### src/rtl/rc_pkg.sv
package rc_pkg;
    typedef enum logic [1:0] {
        MODE_ONES  = 2'd0,
        MODE_TRANS = 2'd1,
        MODE_SISR  = 2'd2,
        MODE_MISR  = 2'd3
    } rc_mode_e;
endpackage

### src/rtl/rc_event_counter.sv
module rc_event_counter #(
    parameter int CNT_W = 8
) (
    input  logic             clk,
    input  logic             rst_n,
    input  logic             clr,
    input  logic             valid,
    input  logic             en,
    input  logic             trans_mode,
    input  logic             din,
    output logic [CNT_W-1:0] count
);
    localparam logic [CNT_W-1:0] CNT_MAX = '1;

    typedef struct packed {
        logic [CNT_W-1:0] cnt;
        logic             prev;
        logic             first;
    } cnt_state_t;

    cnt_state_t st_d, st_q;
    logic       inc;

    always_comb begin
        st_d = st_q;
        inc  = 1'b0;
        if (clr) begin
            st_d.cnt   = '0;
            st_d.prev  = 1'b0;
            st_d.first = 1'b1;
        end else if (valid && en) begin
            if (trans_mode) begin
                inc        = st_q.first ? 1'b0 : (din ^ st_q.prev);
                st_d.prev  = din;
                st_d.first = 1'b0;
            end else begin
                inc = din;
            end
            if (inc && (st_q.cnt != CNT_MAX)) begin
                st_d.cnt = st_q.cnt + CNT_W'(1);
            end
        end
    end

    always_ff @(posedge clk or negedge rst_n) begin
        if (!rst_n) begin
            st_q.cnt   <= '0;
            st_q.prev  <= 1'b0;
            st_q.first <= 1'b1;
        end else begin
            st_q <= st_d;
        end
    end

    assign count = st_q.cnt;

    AST_CNT_HOLD: assert property (@(posedge clk) disable iff (!rst_n)
        (!clr && !valid) |=> $stable(count));
    AST_CNT_CLEAR: assert property (@(posedge clk) disable iff (!rst_n)
        clr |=> (count == '0));
    AST_NO_WRAP: assert property (@(posedge clk) disable iff (!rst_n)
        (!clr && count == CNT_MAX) |=> (count == CNT_MAX));
    AST_FIRST_FREE: assert property (@(posedge clk) disable iff (!rst_n)
        (!clr && valid && en && trans_mode && st_q.first) |=> $stable(count));
    AST_ONES_STEP: assert property (@(posedge clk) disable iff (!rst_n)
        (!clr && valid && en && !trans_mode && count != CNT_MAX)
        |=> (count == $past(count) + CNT_W'($past(din))));
endmodule

### src/rtl/rc_sig_reg.sv
module rc_sig_reg #(
    parameter int               SIG_W = 4,
    parameter logic [SIG_W-1:0] POLY  = 4'b0011
) (
    input  logic             clk,
    input  logic             rst_n,
    input  logic             clr,
    input  logic             valid,
    input  logic             en,
    input  logic             par_mode,
    input  logic             ser_in,
    input  logic [SIG_W-1:0] par_in,
    output logic [SIG_W-1:0] sig
);
    typedef struct packed {
        logic [SIG_W-1:0] r;
    } sig_state_t;

    sig_state_t       st_d, st_q;
    logic [SIG_W-1:0] shifted;
    logic [SIG_W-1:0] inject;
    logic             fb;

    assign fb = st_q.r[SIG_W-1];

    genvar g;
    generate
        for (g = 0; g < SIG_W; g++) begin : g_stage
            if (g == 0) begin : g_head
                assign shifted[g] = POLY[g] & fb;
            end else begin : g_body
                assign shifted[g] = st_q.r[g-1] ^ (POLY[g] & fb);
            end
        end
    endgenerate

    always_comb begin
        inject    = '0;
        inject[0] = ser_in;
        if (par_mode) begin
            inject = par_in;
        end
    end

    always_comb begin
        st_d = st_q;
        if (clr) begin
            st_d.r = '0;
        end else if (valid && en) begin
            st_d.r = shifted ^ inject;
        end
    end

    always_ff @(posedge clk or negedge rst_n) begin
        if (!rst_n) begin
            st_q.r <= '0;
        end else begin
            st_q <= st_d;
        end
    end

    assign sig = st_q.r;

    AST_SIG_HOLD: assert property (@(posedge clk) disable iff (!rst_n)
        (!clr && !valid) |=> $stable(sig));
    AST_SIG_CLEAR: assert property (@(posedge clk) disable iff (!rst_n)
        clr |=> (sig == '0));
    AST_SER_HEAD: assert property (@(posedge clk) disable iff (!rst_n)
        (!clr && valid && en && !par_mode)
        |=> (sig[0] == ($past(sig[SIG_W-1]) ^ $past(ser_in))));
    AST_PAR_HEAD: assert property (@(posedge clk) disable iff (!rst_n)
        (!clr && valid && en && par_mode)
        |=> (sig[0] == ($past(sig[SIG_W-1]) ^ $past(par_in[0]))));
endmodule

### src/rtl/rc_sig_check.sv
module rc_sig_check #(
    parameter int W = 8
) (
    input  logic         clk,
    input  logic         rst_n,
    input  logic         clr,
    input  logic         done,
    input  logic [W-1:0] sig,
    input  logic [W-1:0] expect_sig,
    output logic         pass,
    output logic         pass_vld
);
    typedef struct packed {
        logic pass;
        logic vld;
    } chk_state_t;

    chk_state_t st_d, st_q;

    always_comb begin
        st_d = st_q;
        if (clr) begin
            st_d.vld  = 1'b0;
            st_d.pass = 1'b0;
        end else if (done) begin
            st_d.vld  = 1'b1;
            st_d.pass = (sig == expect_sig);
        end
    end

    always_ff @(posedge clk or negedge rst_n) begin
        if (!rst_n) begin
            st_q <= '0;
        end else begin
            st_q <= st_d;
        end
    end

    assign pass     = st_q.pass;
    assign pass_vld = st_q.vld;

    AST_VERDICT_UP: assert property (@(posedge clk) disable iff (!rst_n)
        (!clr && done) |=> pass_vld);
    AST_VERDICT_DROP: assert property (@(posedge clk) disable iff (!rst_n)
        clr |=> !pass_vld);
endmodule

### src/rtl/resp_compactor.sv
module resp_compactor #(
    parameter int               SIG_W   = 4,
    parameter logic [SIG_W-1:0] POLY    = 4'b0011,
    parameter int               MAX_LEN = 255,
    localparam int              CNT_W   = $clog2(MAX_LEN + 1),
    localparam int              OUT_W   = (CNT_W > SIG_W) ? CNT_W : SIG_W
) (
    input  logic             clk,
    input  logic             rst_n,
    input  logic             clr,
    input  logic [1:0]       mode,
    input  logic             valid,
    input  logic             ser_in,
    input  logic [SIG_W-1:0] par_in,
    input  logic             done,
    input  logic [OUT_W-1:0] expect_sig,
    output logic [OUT_W-1:0] sig_out,
    output logic             pass,
    output logic             pass_vld
);
    import rc_pkg::*;

    rc_mode_e         mode_e;
    logic             cnt_en;
    logic             div_en;
    logic [CNT_W-1:0] count;
    logic [SIG_W-1:0] div_sig;
    logic [OUT_W-1:0] sig_d;

    assign mode_e = rc_mode_e'(mode);
    assign cnt_en = (mode_e == MODE_ONES) || (mode_e == MODE_TRANS);
    assign div_en = (mode_e == MODE_SISR) || (mode_e == MODE_MISR);

    rc_event_counter #(.CNT_W(CNT_W)) u_count (
        .clk        (clk),
        .rst_n      (rst_n),
        .clr        (clr),
        .valid      (valid),
        .en         (cnt_en),
        .trans_mode (mode_e == MODE_TRANS),
        .din        (ser_in),
        .count      (count)
    );

    rc_sig_reg #(.SIG_W(SIG_W), .POLY(POLY)) u_div (
        .clk      (clk),
        .rst_n    (rst_n),
        .clr      (clr),
        .valid    (valid),
        .en       (div_en),
        .par_mode (mode_e == MODE_MISR),
        .ser_in   (ser_in),
        .par_in   (par_in),
        .sig      (div_sig)
    );

    always_comb begin
        sig_d = '0;
        if (cnt_en) begin
            sig_d[CNT_W-1:0] = count;
        end else begin
            sig_d[SIG_W-1:0] = div_sig;
        end
    end

    assign sig_out = sig_d;

    rc_sig_check #(.W(OUT_W)) u_check (
        .clk        (clk),
        .rst_n      (rst_n),
        .clr        (clr),
        .done       (done),
        .sig        (sig_d),
        .expect_sig (expect_sig),
        .pass       (pass),
        .pass_vld   (pass_vld)
    );

    AST_CLEAR_OUT: assert property (@(posedge clk) disable iff (!rst_n)
        (clr && $stable(mode)) |=> (sig_out == '0));
endmodule

### config.mk
export PLATFORM = sky130hd
export DESIGN_NAME = resp_compactor
export DESIGN_NICKNAME = d
export VERILOG_FILES = /design/src/rtl/rc_pkg.sv /design/src/rtl/rc_event_counter.sv /design/src/rtl/rc_sig_reg.sv /design/src/rtl/rc_sig_check.sv /design/src/rtl/resp_compactor.sv
export SDC_FILE = /design/constraint.sdc
export NUM_CORES = 1
export LEC_CHECK = 0
export ABC_AREA = 1
export CAP_MARGIN = 10
export CORE_MARGIN = 5
export CORE_UTILIZATION = 40
export DETAILED_ROUTE_END_ITERATION = 8
export DONT_BUFFER_PORTS = 1
export PLACE_DENSITY = 0.6
export SYNTH_ARGS = -nofsm -noshare
export SYNTH_HDL_FRONTEND = slang
export SYNTH_SLANG_ARGS = --single-unit
### constraint.sdc
create_clock -name clk -period 3.21 [get_ports clk]
set_clock_uncertainty 0.2 [all_clocks]
set_input_delay 0.642 -clock clk [delete_from_list [all_inputs] [get_ports clk]]
set_output_delay 0.642 -clock clk [all_outputs]
set_load 0.02 [all_outputs]
==> flow_summary.ini <==
[synth]
synth.yosys.seq_area_share = 0.340
synth.largest_area_cell = dfrtp_1
synth_edf_count = 0
async_reset_ff_frac = 1.00
netlist_instances = 174
synth_top_cells_by_count = nand2_1, inv_1, nand3_1
synth.most_common_cell = nand2_1
ys_ff_latch = 16
synth_top_area_frac = 0.317
yosys_most_used_dff = dfrtp_1
syn_avg_cell_area_um2 = 6.80
synth.top_cells.by_area = dfrtp_1, nand2_1, nand3_1
netlist_area_um2 = 1180
syn_nets = 195
yosysWarnings = 0
ys_types = 27

[route]
drtPass1Iterations = 4
drtAntennaViolNets = 0
viasPerCell = 5.17
vias = 1059
wire_per_inst_um = 13.4
drtIter0Drc = 58
drc = 0
drt_wl_total_mm = 2.74

[worst_setup_path]
path_max_fanout = 8
start_kind = flop
crit_path_cell_trace = inv_2 -> nor2_2
critPathKind = flop to output pin
cp_slowest_cell = dfrtp_1
slowest_delay_ns = 0.51
required_ns = 2.37
endpoint_kind = output pin
crit_arrival_ns = 1.17

[clock_network]
cts_resized = 0
cts_tree = built
cts-hold-fix-buffers = 1
h-tree-depth = 1
cts_root_buffer = clkbuf_4
clock_latency_ns = 0.30
cts_made_buffers = 3
cts_buffer_depth = 2
post_cts_buffers = 0
cts.sinks = 16
clkTransAtPathRegs_ns = 0.11

[floorplanning]
io_pins = 30
die_w_um = 64.4
die_h_um = 64.4
die-area_um2 = 4140
core_area_um2 = 2810
initial_core_util = 0.421
fp-row-count = 19

[grt]
first_global_vias = 944
grt_use_total = 0.139
antenna_found_initial = 0
grt_pass1_wl_mm = 4.52
grt_max_degree = 21
overflow = 0

[final_layout]
multi_input_area_um2 = 642
fillers = 299
regArea_um2 = 402
nets = 196
drive_gt1_frac = 0.132
design_area_um2 = 1220
antenna_cells = 0
syn2layout_area_growth_pct = 3.39

[timing]
rsz0062_at_grt = no
setup_tns_ns = 0
hold_viol_final = 0
setup_viol = 0
slew_violations = 0
fmax_mhz = 497
maxSlewHeadroom = 0.481
hold_ws_ns = 0.194
min_period_ns = 2.01
worst_pin_slew_ns = 0.775
timing.final.crit_share = 0.626

[run]
max-cap-violations = 0

[pwr]
ir_drop_uv = 99.0
p_leak_nw = 0.638
p_per_area_nw_per_um2 = 318

[worst_hold_path]
hold_path.class = primary input to flop

[placed_design]
placed_area_um2 = 1190
gp_congestion = 0.790
hpwl_mm = 2.11
portBuffers = 0

[run_status]
status = completed
stage by stage:
stage                     power (W)  std cells  utilization  worst slack, ns
after floorplan            0.000262        174            -             1.34
after global placement     0.000265        200        0.423             1.25
after detailed placement   0.000267        200        0.423             1.23
after CTS                  0.000393        205        0.436             1.20
after global routing       0.000415        205        0.436             1.13
final                      0.000389        205        0.436             1.20
sequential cells by signal, indices dropped and copies added (netlist names):
register	count
u_div.sig	4
u_check.pass	1
u_count.st_q	2
u_count.count	8
u_check.pass_vld	1
worst max-delay path: cells and delay by family, from the launching register on:
| kind | cells | cell delay (ns) |
|---|---|---|
| DFF | 1 | 0.51 |
| and+or+nand+nor | 1 | 0.28 |
| buffers and inverters | 1 | 0.08 |
kinds of logic after synthesis:
| logic type | Yosys count | synth area share |
|---|---|---|
| AOI/OAI and AO/OA | 15 | 0.0730 |
| xor gates and xnor gates | 7 | 0.0519 |
| adders and majority gates | 1 | 0.0106 |
| buffers and inverters | 32 | 0.117 |
| DFF | 16 | 0.340 |
| and+or+nand+nor | 103 | 0.407 |
cells in the final DEF (no fill, tap or decap), drive strengths merged:
cell type     n
nand2        57
inv          27
nand3        23
dfrtp        15
nor2         14
o21ai         7
nand4         6
xor2          5
o22ai         4
clkbuf        4
a21oi         3
nand3b        2
xnor2         2
nor3          1
o21bai        1
ha            1
dlygate4sd3   1
dfstp         1
worst paths after layout:
check	from	end	slack, ns	depth (start not counted)
setup / recovery	u_count.count[4]	sig_out[4]	1.20	2
hold / removal	clr	u_check.pass_vld	0.19	1
setup reg to reg	u_count.count[0]	u_count.count[5]	1.52	7
hold reg to reg	u_count.st_q[0]	u_count.st_q[0]	0.28	2
max in group asynchronous	rst_n	u_check.pass	1.67	1
min in group asynchronous	rst_n	u_count.count[1]	0.65	1
per-layer routing:
metal / routed length [um] / share of wire / GRT usage / vias up
met2: 1330 / 0.48 / 0.223 / 23
met1: 1230 / 0.45 / 0.179 / 480
met4: 31 / 0.011 / 0.0475 / 0
li1: - / - / - / 552
met5: 0 / 0 / 0 / -
met3: 151 / 0.055 / 0.0403 / 4
area by class of cell:
type | count | area share
multi-input cells | 126 | 0.525
flip-flops and latches | 16 | 0.329
inverters | 27 | 0.0850
well taps | 31 | 0.0317
clock buffers | 4 | 0.0215
repair buffers | 1 | 0.00819
power by group:
group	switching (W)	internal, W
sequential	0.00000685	0.000208
combinational	0.0000352	0.0000178
clock	0.0000730	0.0000484
total	0.000115	0.000274
No activity file was read; power rests on OpenSTA's default activity.
